**src/rtl/gpio_pkg.sv**
```systemverilog
package gpio_pkg;
   typedef enum logic [1:0] {
      REG_DATA = 2'd0,
      REG_DIR  = 2'd1,
      REG_PULL = 2'd2,
      REG_NONE = 2'd3
   } gpio_reg_e;
endpackage

```
**src/rtl/gpio_regs.sv**
```systemverilog
module gpio_regs
   import gpio_pkg::*;
#(
   parameter int WIDTH = 8
) (
   input  logic             clk,
   input  logic             rst_n,
   input  logic             wr_en,
   input  gpio_reg_e        addr,
   input  logic [WIDTH-1:0] wdata,
   output logic [WIDTH-1:0] latch_q,
   output logic [WIDTH-1:0] dir_q,
   output logic [WIDTH-1:0] pull_q
);
   always_ff @(posedge clk or negedge rst_n) begin
      if (!rst_n) begin
         latch_q <= '0;
         dir_q   <= '0;
         pull_q  <= '0;
      end else if (wr_en) begin
         case (addr)
            REG_DATA: latch_q <= wdata;
            REG_DIR:  dir_q   <= wdata;
            REG_PULL: pull_q  <= wdata;
            default:  ;
         endcase
      end
   end
endmodule

```
**src/rtl/gpio_sync.sv**
```systemverilog
module gpio_sync #(
   parameter int WIDTH  = 8,
   parameter int STAGES = 2
) (
   input  logic             clk,
   input  logic             rst_n,
   input  logic [WIDTH-1:0] d,
   output logic [WIDTH-1:0] q
);
   logic [WIDTH-1:0] stg [STAGES];

   if (STAGES < 2) begin : g_bad_stages
      $error("gpio_sync: STAGES must be at least 2");
   end

   always_ff @(posedge clk or negedge rst_n) begin
      if (!rst_n) stg[0] <= '0;
      else        stg[0] <= d;
   end

   for (genvar s = 1; s < STAGES; s++) begin : g_stage
      always_ff @(posedge clk or negedge rst_n) begin
         if (!rst_n) stg[s] <= '0;
         else        stg[s] <= stg[s-1];
      end
   end

   assign q = stg[STAGES-1];
endmodule

```
**src/rtl/gpio_pin_cell.sv**
```systemverilog
module gpio_pin_cell (
   input  logic dir,
   input  logic lat,
   input  logic pull,
   input  logic p_oe,
   input  logic p_do,
   input  logic iso,
   input  logic pin_sync,
   output logic oe,
   output logic out,
   output logic pu,
   output logic core_bit,
   output logic rd_bit
);
   logic drive_req;
   logic drive_val;

   always_comb begin
      drive_req = p_oe | dir;
      drive_val = p_oe ? p_do : lat;
      oe        = drive_req & ~iso;
      out       = oe & drive_val;
      pu        = pull & ~(oe & ~drive_val);
      core_bit  = pin_sync & ~iso;
      rd_bit    = (dir & ~p_oe) ? lat : core_bit;
   end
endmodule

```
**src/rtl/gpio_standby_port.sv**
```systemverilog
module gpio_standby_port
   import gpio_pkg::*;
#(
   parameter int WIDTH       = 8,
   parameter int SYNC_STAGES = 2
) (
   input  logic             clk,
   input  logic             rst_n,
   input  logic             wr_en,
   input  logic [1:0]       addr,
   input  logic [WIDTH-1:0] wdata,
   input  logic             rd_rmw,
   output logic [WIDTH-1:0] rdata,
   input  logic [WIDTH-1:0] periph_oe,
   input  logic [WIDTH-1:0] periph_do,
   input  logic             standby,
   input  logic             pin_hold,
   input  logic [WIDTH-1:0] pad_in,
   output logic [WIDTH-1:0] pad_oe,
   output logic [WIDTH-1:0] pad_out,
   output logic [WIDTH-1:0] pad_pu,
   output logic [WIDTH-1:0] core_in
);
   localparam int LastBit = WIDTH - 1;

   if (WIDTH < 1) begin : g_bad_width
      $error("gpio_standby_port: WIDTH must be at least 1");
   end

   gpio_reg_e        reg_sel;
   logic [WIDTH-1:0] latch_q, dir_q, pull_q, pin_sync, rd_norm;
   logic             iso;

   assign reg_sel = gpio_reg_e'(addr);
   assign iso     = standby & pin_hold;

   gpio_regs #(.WIDTH(WIDTH)) u_regs (
      .clk(clk), .rst_n(rst_n), .wr_en(wr_en), .addr(reg_sel), .wdata(wdata),
      .latch_q(latch_q), .dir_q(dir_q), .pull_q(pull_q)
   );

   gpio_sync #(.WIDTH(WIDTH), .STAGES(SYNC_STAGES)) u_sync (
      .clk(clk), .rst_n(rst_n), .d(pad_in), .q(pin_sync)
   );

   for (genvar i = 0; i <= LastBit; i++) begin : g_pin
      gpio_pin_cell u_cell (
         .dir(dir_q[i]), .lat(latch_q[i]), .pull(pull_q[i]),
         .p_oe(periph_oe[i]), .p_do(periph_do[i]), .iso(iso),
         .pin_sync(pin_sync[i]),
         .oe(pad_oe[i]), .out(pad_out[i]), .pu(pad_pu[i]),
         .core_bit(core_in[i]), .rd_bit(rd_norm[i])
      );
   end

   always_comb begin
      case (reg_sel)
         REG_DATA: rdata = rd_rmw ? latch_q : rd_norm;
         REG_DIR:  rdata = dir_q;
         REG_PULL: rdata = pull_q;
         default:  rdata = '0;
      endcase
   end

   AST_WR_LATCH: assert property (@(posedge clk) disable iff (!rst_n)
      (wr_en && reg_sel == REG_DATA) |=> (latch_q == $past(wdata)));
   AST_RMW_READ: assert property (@(posedge clk) disable iff (!rst_n)
      (reg_sel == REG_DATA && rd_rmw) |-> (rdata == latch_q));
   AST_ISO_RELEASE: assert property (@(posedge clk) disable iff (!rst_n)
      (standby && pin_hold) |-> (pad_oe == '0 && core_in == '0));
   AST_PU_CUT_LOW: assert property (@(posedge clk) disable iff (!rst_n)
      ((pad_pu & pad_oe & ~pad_out) == '0));
   AST_NONE_WRITE: assert property (@(posedge clk) disable iff (!rst_n)
      (wr_en && reg_sel == REG_NONE) |=> $stable({latch_q, dir_q, pull_q}));
   AST_DRIVE_CFG: assert property (@(posedge clk) disable iff (!rst_n)
      (!iso) |-> (pad_oe == (dir_q | periph_oe)));
endmodule

```
**config.mk**
```make
export PLATFORM = sky130hd
export DESIGN_NAME = gpio_standby_port
export DESIGN_NICKNAME = d
export VERILOG_FILES = /design/src/rtl/gpio_pkg.sv /design/src/rtl/gpio_regs.sv /design/src/rtl/gpio_sync.sv /design/src/rtl/gpio_pin_cell.sv /design/src/rtl/gpio_standby_port.sv
export SDC_FILE = /design/constraint.sdc
export NUM_CORES = 1
export LEC_CHECK = 0
export BUFFER_PORTS_ARGS = -buffer_cell sky130_fd_sc_hd__buf_2
export CAP_MARGIN = 20
export CORE_UTILIZATION = 54
export DETAILED_ROUTE_END_ITERATION = 8
export GPL_TIMING_DRIVEN = 0
export PLACE_DENSITY = 0.81
export SLEW_MARGIN = 20
export SYNTH_ARGS = -nofsm -noshare
export SYNTH_HDL_FRONTEND = slang
export SYNTH_HIERARCHICAL = 1
export SYNTH_SLANG_ARGS = --single-unit
export TNS_END_PERCENT = 50
```
**constraint.sdc**
```tcl
create_clock -name clk -period 5.5 [get_ports clk]
set_clock_uncertainty 0.05 [all_clocks]
set_input_delay 0.825 -clock clk [delete_from_list [all_inputs] [get_ports clk]]
set_output_delay 0.825 -clock clk [all_outputs]
set_load 0.005 [all_outputs]
```
Word-level counts from Yosys, hierarchy flattened. Cells that the tools add are included.

Bits of input ports: 40. Word-level logic and storage cells: 111. Output and inout bits: 40. Register bits after elaboration: 40.

Mux-type cells: 18. Reduce and logical (&&, ||, !) cells: 4. Equal/unequal tests: 2. Bitwise operators: 82.

Operator list (count): bitwise AND 1 bit (49); inverter 1 bit (25); one-hot mux 8 bit (3 select lines) (1); two-way mux 1 bit (16); two-way mux 8 bit (1); OR 1 bit (8); AND reduction 2 bit (3); == test 2 x 1 -> 1 bit, second input constant (1); == test 2 bit, second input constant (1); zero test 2 bit (1).

Longest topological paths before layout. Gate-level depths: netlist (run 1).

Depth in word-level cells: 6. Mapped depth: 5. Mapped depth without buffers: 5.

By module. Netlist (run 1), hierarchy kept.

By module, submodules not included: gpio_regs (area each 912.1 um^2, cells an instance 51, seq. area each 600.6 um^2, times used 1); gpio_pin_cell (area each 83.8 um^2, cells an instance 12, seq. area each 0.0 um^2, times used 8); gpio_sync (area each 460.4 um^2, cells an instance 24, seq. area each 400.4 um^2, times used 1); gpio_standby_port (area each 302.8 um^2, cells an instance 29, seq. area each 0.0 um^2, times used 1).

Least setup slack after synthesis (run 1). OpenSTA, ideal clock, no wires.

Path kind: input to output. Start point: input standby. End point: output rdata[0]. Stages: 5. Setup slack: 1.968 ns. Arrival: 2.657 ns. Data required time: 4.625 ns. Path buffers: 0. Cells stage by stage: and2_1 > nor2b_2 > mux2_4 > mux2_4 > a221o_1.

Word-level cells in the longest chain between the ends: 6.

Ends and longest elaborated chain: from (decl) (RTL line gpio_standby_port.sv:16) `input logic standby,`; bitwise AND 1 bit (RTL line gpio_standby_port.sv:35) `assign iso = standby & pin_hold;`; inverter 1 bit (RTL line gpio_pin_cell.sv:24) `core_bit = pin_sync & ~iso;`; bitwise AND 1 bit (RTL line gpio_pin_cell.sv:24); net core_in[0] (RTL line gpio_standby_port.sv:22) `output logic [WIDTH-1:0] core_in`; two-way mux 1 bit (RTL line gpio_pin_cell.sv:25) `rd_bit = (dir & ~p_oe) ? lat : core_bit;`; net rd_norm[0] (RTL line gpio_standby_port.sv:31) `logic [WIDTH-1:0] latch_q, dir_q, pull_q, pin_sync, rd_norm;`; two-way mux 8 bit (RTL line gpio_standby_port.sv:58) `REG_DATA: rdata = rd_rmw ? latch_q : rd_norm;`; one-hot mux 8 bit (3 select lines) (RTL line gpio_standby_port.sv:57) `case (reg_sel)`; to (decl) (RTL line gpio_standby_port.sv:13) `output logic [WIDTH-1:0] rdata,`.

The timed path passes the listed nets, and every way through them passes these cells.

Worst setup path after layout (run 1).
Start point: input standby. End point: output rdata[5].

Word-level cells in the longest chain between the ends: 6.

Ends and longest elaborated chain: bitwise AND 1 bit (RTL line gpio_standby_port.sv:35); net iso (RTL line gpio_standby_port.sv:32) `logic iso;`; inverter 1 bit (RTL line gpio_pin_cell.sv:24); bitwise AND 1 bit (RTL line gpio_pin_cell.sv:24); two-way mux 1 bit (RTL line gpio_pin_cell.sv:25); net rd_norm[5] (RTL line gpio_standby_port.sv:31); two-way mux 8 bit (RTL line gpio_standby_port.sv:58); one-hot mux 8 bit (3 select lines) (RTL line gpio_standby_port.sv:57).

The timed path passes the listed nets, and every way through them passes these cells.

==> results of run 1 <==
==> critical path, delay by kind of cell <==
family,cells,cell delay [ps]
AND/OR/NAND/NOR,2,780
multiplexers,2,550
AO/OA/AOI/OAI,1,310
buffers and inverters,2,200
==> sequential cells by signal, summed over array words and instances, names as in the netlist <==
| register | cells |
|---|---|
| u_sync/stg | 8 |
| u_sync/q | 8 |
| u_regs/pull_q | 8 |
| u_regs/dir_q | 8 |
| u_regs/latch_q | 8 |
==> cell families after synthesis <==
family / Yosys count / synth area share (%)
AND/OR/NAND/NOR: 78 / 21.7
flip-flops: 40 / 42.7
multiplexers: 40 / 21.8
buffers and inverters: 18 / 4.53
AO/OA/AOI/OAI: 24 / 9.39
==> Yosys cell counts, drive strengths merged <==
| cell type | count | area, um2 |
|---|---|---|
| and3b | 8 | 70.1 |
| nand3b | 10 | 82.6 |
| nand2 | 8 | 30.0 |
| nor2b | 17 | 146 |
| buf | 9 | 71.3 |
| a21oi | 8 | 40.0 |
| a211oi | 8 | 100 |
| a221o | 8 | 80.1 |
| clkbuf | 1 | 5.00 |
| mux2 | 40 | 510 |
| and2 | 1 | 6.26 |
| dfrtp | 40 | 1000 |
| nor2 | 25 | 93.8 |
| nor3b | 9 | 78.8 |
| inv | 8 | 30.0 |
==> report_power, final <==
part           switching [uW]  leakage, uW  internal [uW]
logic                    93.7     0.000920            136
registers                38.3     0.000470            334
clock network            94.4    0.0000552            135
total                     227      0.00145            604
==> stage by stage <==
stage / hold WS [ps] / utilization (%) / setup WS, ps / std cells
after global routing: 308 / 71.2 / 1820 / 336
after floorplan: 281 / - / 1970 / 200
after global placement: 282 / 68.5 / 1480 / 328
after CTS: 303 / 71.2 / 1940 / 336
after detailed placement: 287 / 68.5 / 1950 / 328
final: 301 / 71.2 / 1930 / 336
==> routing by layer <==
layer	vias up	wire length (um)	global-route usage, %	share of wire, %
met2	55	2430	38.9	50
met1	850	2120	26.8	44
met5	-	0	0	0
met3	5	218	3.17	4.5
li1	874	-	-	-
met4	0	48	7.03	1.0
==> area by class of cell <==
class	count	share of cell area (%)
plain buffers	10	2.62
flip-flops and latches	40	34.4
multi-input cells	142	42.6
repair buffers	78	13.4
clock inverters	2	1.20
clock buffers	6	2.50
inverters	8	1.03
well taps	50	2.15
==> how the worst min path moves through the flow <==
stage               slack, ps  cells after the start                     to                     start
floorplan                 280                      0  u_sync/q[0]$_DFF_PN0_   u_sync/stg[8]$_DFF_PN0_
global placement          280                      0  u_sync/q[3]$_DFF_PN0_  u_sync/stg[11]$_DFF_PN0_
detailed placement        290                      0  u_sync/q[4]$_DFF_PN0_  u_sync/stg[12]$_DFF_PN0_
CTS                       300                      0  u_sync/q[4]$_DFF_PN0_  u_sync/stg[12]$_DFF_PN0_
global route              310                      0  u_sync/q[4]$_DFF_PN0_  u_sync/stg[12]$_DFF_PN0_
finish                    300                      0  u_sync/q[4]$_DFF_PN0_  u_sync/stg[12]$_DFF_PN0_
==> impl_metrics.yaml, run 1 <==
outcome:
  status: "finished, final reports clean"
finish:
  fin_area_um2: 2910
  final_cell_mix: "78 x buf_2, 40 x dfrtp_1, 25 x nor2_1, 24 x mux2_2"
  multi_input_area_um2: 1240
  diodes: 0
  seqCellArea_um2: 1000
  syn2layout_area_growth_pct: 23.9
  nets: 325
  fillers: 329
  final_common_cell: "buf_2"
  drive_above_1_share_pct: 57.0
logic_synthesis:
  synth_cell_type_count: 20
  synth_nets: 240
  synth_area_per_cell_um2: 11.7
  synth-seq-cells: 40
  seq_area_frac_synth_pct: 42.7
  syn_area_um2: 2350
  yosys_warnings: 6
  syn_inst: 200
worst_hold_path:
  hold_class: "reg -> reg"
global_routing:
  antenna_found_initial: 0
  overflow: 0
  grt_use_total_pct: 21.8
  grt_max_degree: 41
  grt_pass1_wl_um: 7350
  grt_pass1_vias: 1619
clocking:
  numCtsBuffers: 5
  clk_path_buf_depth: 2
  cts_root_buffer: "clkbuf_8"
  clkLatencyLatePin_ps: 280
  cts_tree: "done"
  ctsResizeCount: 0
  cts_sinks: 40
  cts.reportedPaths.clkPinSlew_ps: 70
  cts_hold_buf: 0
  post_cts_buffers: 0
  htreeDepth: 2
floorplan:
  placementRows: 23
  dieWidth_um: 67.9
  io_pins: 80
  coreArea_um2: 4090
  fp.dieH_um: 67.9
  initial_utilization_pct: 57.4
  die_area_um2: 4610
timing:
  rsz0062_at_grt: "false"
  slew_violations: 0
  max_freq_mhz: 280
  fin_crit_sh_pct: 64.9
  worstMarginPinSlew_ps: 871
  finalHoldViolCount: 0
  setup-violations-final: 0
  fin_setup_tns_ps: 0
  slew_headroom_pct: 41.9
  period_needed_ps: 3570
setup_path:
  r2r-end: "u_regs/latch_q[1]$_DFFE_PN0P_"
  required_ps: 4620
  crit_chain: "buf_2 > and2_2 > nor2b_2 > mux2_4 > mux2_4 > a221o_1 > buf_2"
  cp_max_fo: 40
  worstSetupStartpointType: "input port"
  worstSetupEndpoint: "rdata[5]"
  r2r_start: "u_regs/latch_q[1]$_DFFE_PN0P_"
  r2r_cells: 1
  end_kind: "primary output"
  crit_start: "standby"
  max_stage_delay_ps: 670
  arrival_ps: 2690
  slowest_stage: "and2_2"
  rrSetupSlack_ps: 4630
  worstSetupPathType: "in -> out"
detailed_routing:
  via_per_inst: 5.31
  avgRoutedWirePerCell_um: 14.3
  num_vias: 1784
  ant_nets: 0
  first_pass_iters: 4
  drcViolationCount: 0
  drt_iter0_drc: 42
  finalWirelength_um: 4810
place:
  io_buffer_count: 78
  gp_congestion: 0.746
  post_dp_cell_area_um2: 2800
  hpwl_um: 3340
power_and_ir_drop:
  power_uw: 831
  p_per_area_nw_per_um2: 286
  ir_drop_mv: 0.199
  p_leak_uw: 0.00145
flow_run:
  drv_cap: 0
No activity file was read; power rests on OpenSTA's default activity.
==> run 2, diff against run 1 <==
--- a/config.mk
+++ b/config.mk
@@ -7,10 +7,10 @@
 export LEC_CHECK = 0
 export BUFFER_PORTS_ARGS = -buffer_cell sky130_fd_sc_hd__buf_2
 export CAP_MARGIN = 20
-export CORE_UTILIZATION = 54
+export CORE_UTILIZATION = 45
 export DETAILED_ROUTE_END_ITERATION = 8
 export GPL_TIMING_DRIVEN = 0
-export PLACE_DENSITY = 0.81
+export PLACE_DENSITY = 0.72
 export SLEW_MARGIN = 20
 export SYNTH_ARGS = -nofsm -noshare
 export SYNTH_HDL_FRONTEND = slang
==> constraint.sdc (replaced) <==
create_clock -name clk -period 3.2 [get_ports clk]
set_clock_uncertainty 0.05 [all_clocks]
set_input_delay 0.48 -clock clk [delete_from_list [all_inputs] [get_ports clk]]
set_output_delay 0.48 -clock clk [all_outputs]
set_load 0.005 [all_outputs]
==> run 2 against run 1 <==
- wire length up 2.3%
- sequential share of layout area down 0.22 points
- clock-buffer cell count stayed put
- non-clock buffer count increased by 1
- first-iteration DRC count increased by 55%
- critical path type unchanged
- highest routed layer unchanged
==> impl_metrics.yaml, run 2 (synthesis gave the netlist of run 1 again) <==
outcome:
  status: "finished, final reports clean"
timing:
  fin_crit_sh_pct: 88.2
  rsz0062_at_grt: "false"
  setup-violations-final: 0
  slew_violations: 0
  max_freq_mhz: 354
  worst_slack_ps: 378
  finalHoldViolCount: 0
  whs_ps: 243
  fin_setup_tns_ps: 0
  slew_headroom_pct: 41.7
  period_needed_ps: 2820
  worstMarginPinSlew_ps: 874
global_routing:
  antenna_found_initial: 0
  overflow: 0
  grt_pass1_wl_um: 7690
  grt_use_total_pct: 19.0
  grt_max_degree: 41
  grt_pass1_vias: 1639
clocking:
  clk_path_buf_depth: 2
  cts_root_buffer: "clkbuf_8"
  cts_hold_buf: 0
  cts.reportedPaths.clkPinSlew_ps: 70
  cts_tree: "done"
  cts_sinks: 40
  htreeDepth: 2
  numCtsBuffers: 5
  ctsResizeCount: 0
  clkLatencyLatePin_ps: 290
  post_cts_buffers: 0
setup_path:
  end_kind: "primary output"
  required_ps: 2670
  worstSetupPathType: "in -> out"
  cp_max_fo: 21
  arrival_ps: 2290
  worstSetupStartpointType: "input port"
finish:
  diodes: 0
  fillers: 453
  utilization_pct: 60.0
  nets: 326
  syn2layout_area_growth_pct: 24.7
  final_cell_mix: "78 x buf_2, 40 x dfrtp_1, 25 x nor2_1, 24 x mux2_2"
  drive_above_1_share_pct: 57.0
  final_common_cell: "buf_2"
detailed_routing:
  avgRoutedWirePerCell_um: 13.9
  finalWirelength_um: 4920
  drcViolationCount: 0
  drt_iter0_drc: 65
  ant_nets: 0
  first_pass_iters: 4
  via_per_inst: 5.01
  num_vias: 1770
floorplan:
  io_pins: 80
  fp.dieH_um: 74.2
  die_area_um2: 5510
  coreArea_um2: 4880
  initial_utilization_pct: 48.1
  placementRows: 25
  dieWidth_um: 74.2
place:
  gp_congestion: 0.728
  dpl_worst_slack_ps: 397
  hpwl_um: 3470
  io_buffer_count: 78
power_and_ir_drop:
  power_frac_comb_pct: 29.7
  p_per_area_nw_per_um2: 461
  seqPwrFrac_pct: 47.3
  ir_drop_mv: 0.256
  p_leak_uw: 0.00144
  p_clk_share_pct: 23.0
  p_sw_share_pct: 29.0
  power_uw: 1350
  internal-power_uw: 959
  switchingPower_uw: 391
flow_run:
  drv_cap: 0
worst_hold_path:
  hold_class: "in -> reg"
[run 2: power groups by stage]
stage | combinational [uW] | sequential, uW | clock [uW]
detailed placement | 403 | 648 | 0
CTS | 405 | 638 | 323
floorplan | 265 | 628 | 0
global placement | 390 | 643 | 0
finish | 401 | 639 | 310
global route | 445 | 649 | 343
[run 2: per-stage QoR]
step                      cell area, um2  instances
after global placement              2820        345
after detailed placement            2850        346
after floorplan                     2350        200
after CTS                           2930        353
final                               2930        353
after global routing                2930        353
[run 2: path summary, 6_finish.rpt]
| kind | startpoint | to | slack [ps] | depth (start not counted) |
|---|---|---|---|---|
| min in group asynchronous | rst_n | u_sync/stg[8]$_DFF_PN0_ | 250 | 1 |
| min reg2reg | u_sync/stg[11]$_DFF_PN0_ | u_sync/q[3]$_DFF_PN0_ | 300 | 0 |
| max | standby | rdata[6] | 380 | 8 |
| max in group asynchronous | rst_n | u_regs/latch_q[0]$_DFFE_PN0P_ | 2290 | 1 |
| min | pad_in[7] | u_sync/stg[15]$_DFF_PN0_ | 240 | 1 |
| max reg2reg | u_regs/latch_q[5]$_DFFE_PN0P_ | u_regs/latch_q[5]$_DFFE_PN0P_ | 2310 | 1 |
[run 2: critical path, cell delays in order]
cell and delay, ps:
buf_2 80, and2_2 450, buf_16 220, nor2b_2 60, mux2_4 260, mux2_4 260, a221o_1 340, buf_2 130
[run 2: final cells by class]
class                   count  area [um2]  area share [%]
multi-input cells         142        1240            42.4
flip-flops and latches     40        1000            34.2
clock inverters             1        5.00           0.171
repair buffers             79         418            14.3
clock buffers               6        72.6            2.48
inverters                   8        30.0            1.03
well taps                  67        83.8            2.86
plain buffers              10        76.3            2.61
[run 2: layer usage]
| metal | track usage [%] | share of wire, % | vias to the layer above |
|---|---|---|---|
| li1 | - | - | 875 |
| met1 | 23.9 | 47 | 830 |
| met2 | 32.5 | 47 | 59 |
| met3 | 4.47 | 4.7 | 6 |
| met4 | 5.34 | 1.1 | 0 |
| met5 | 0 | 0 | - |
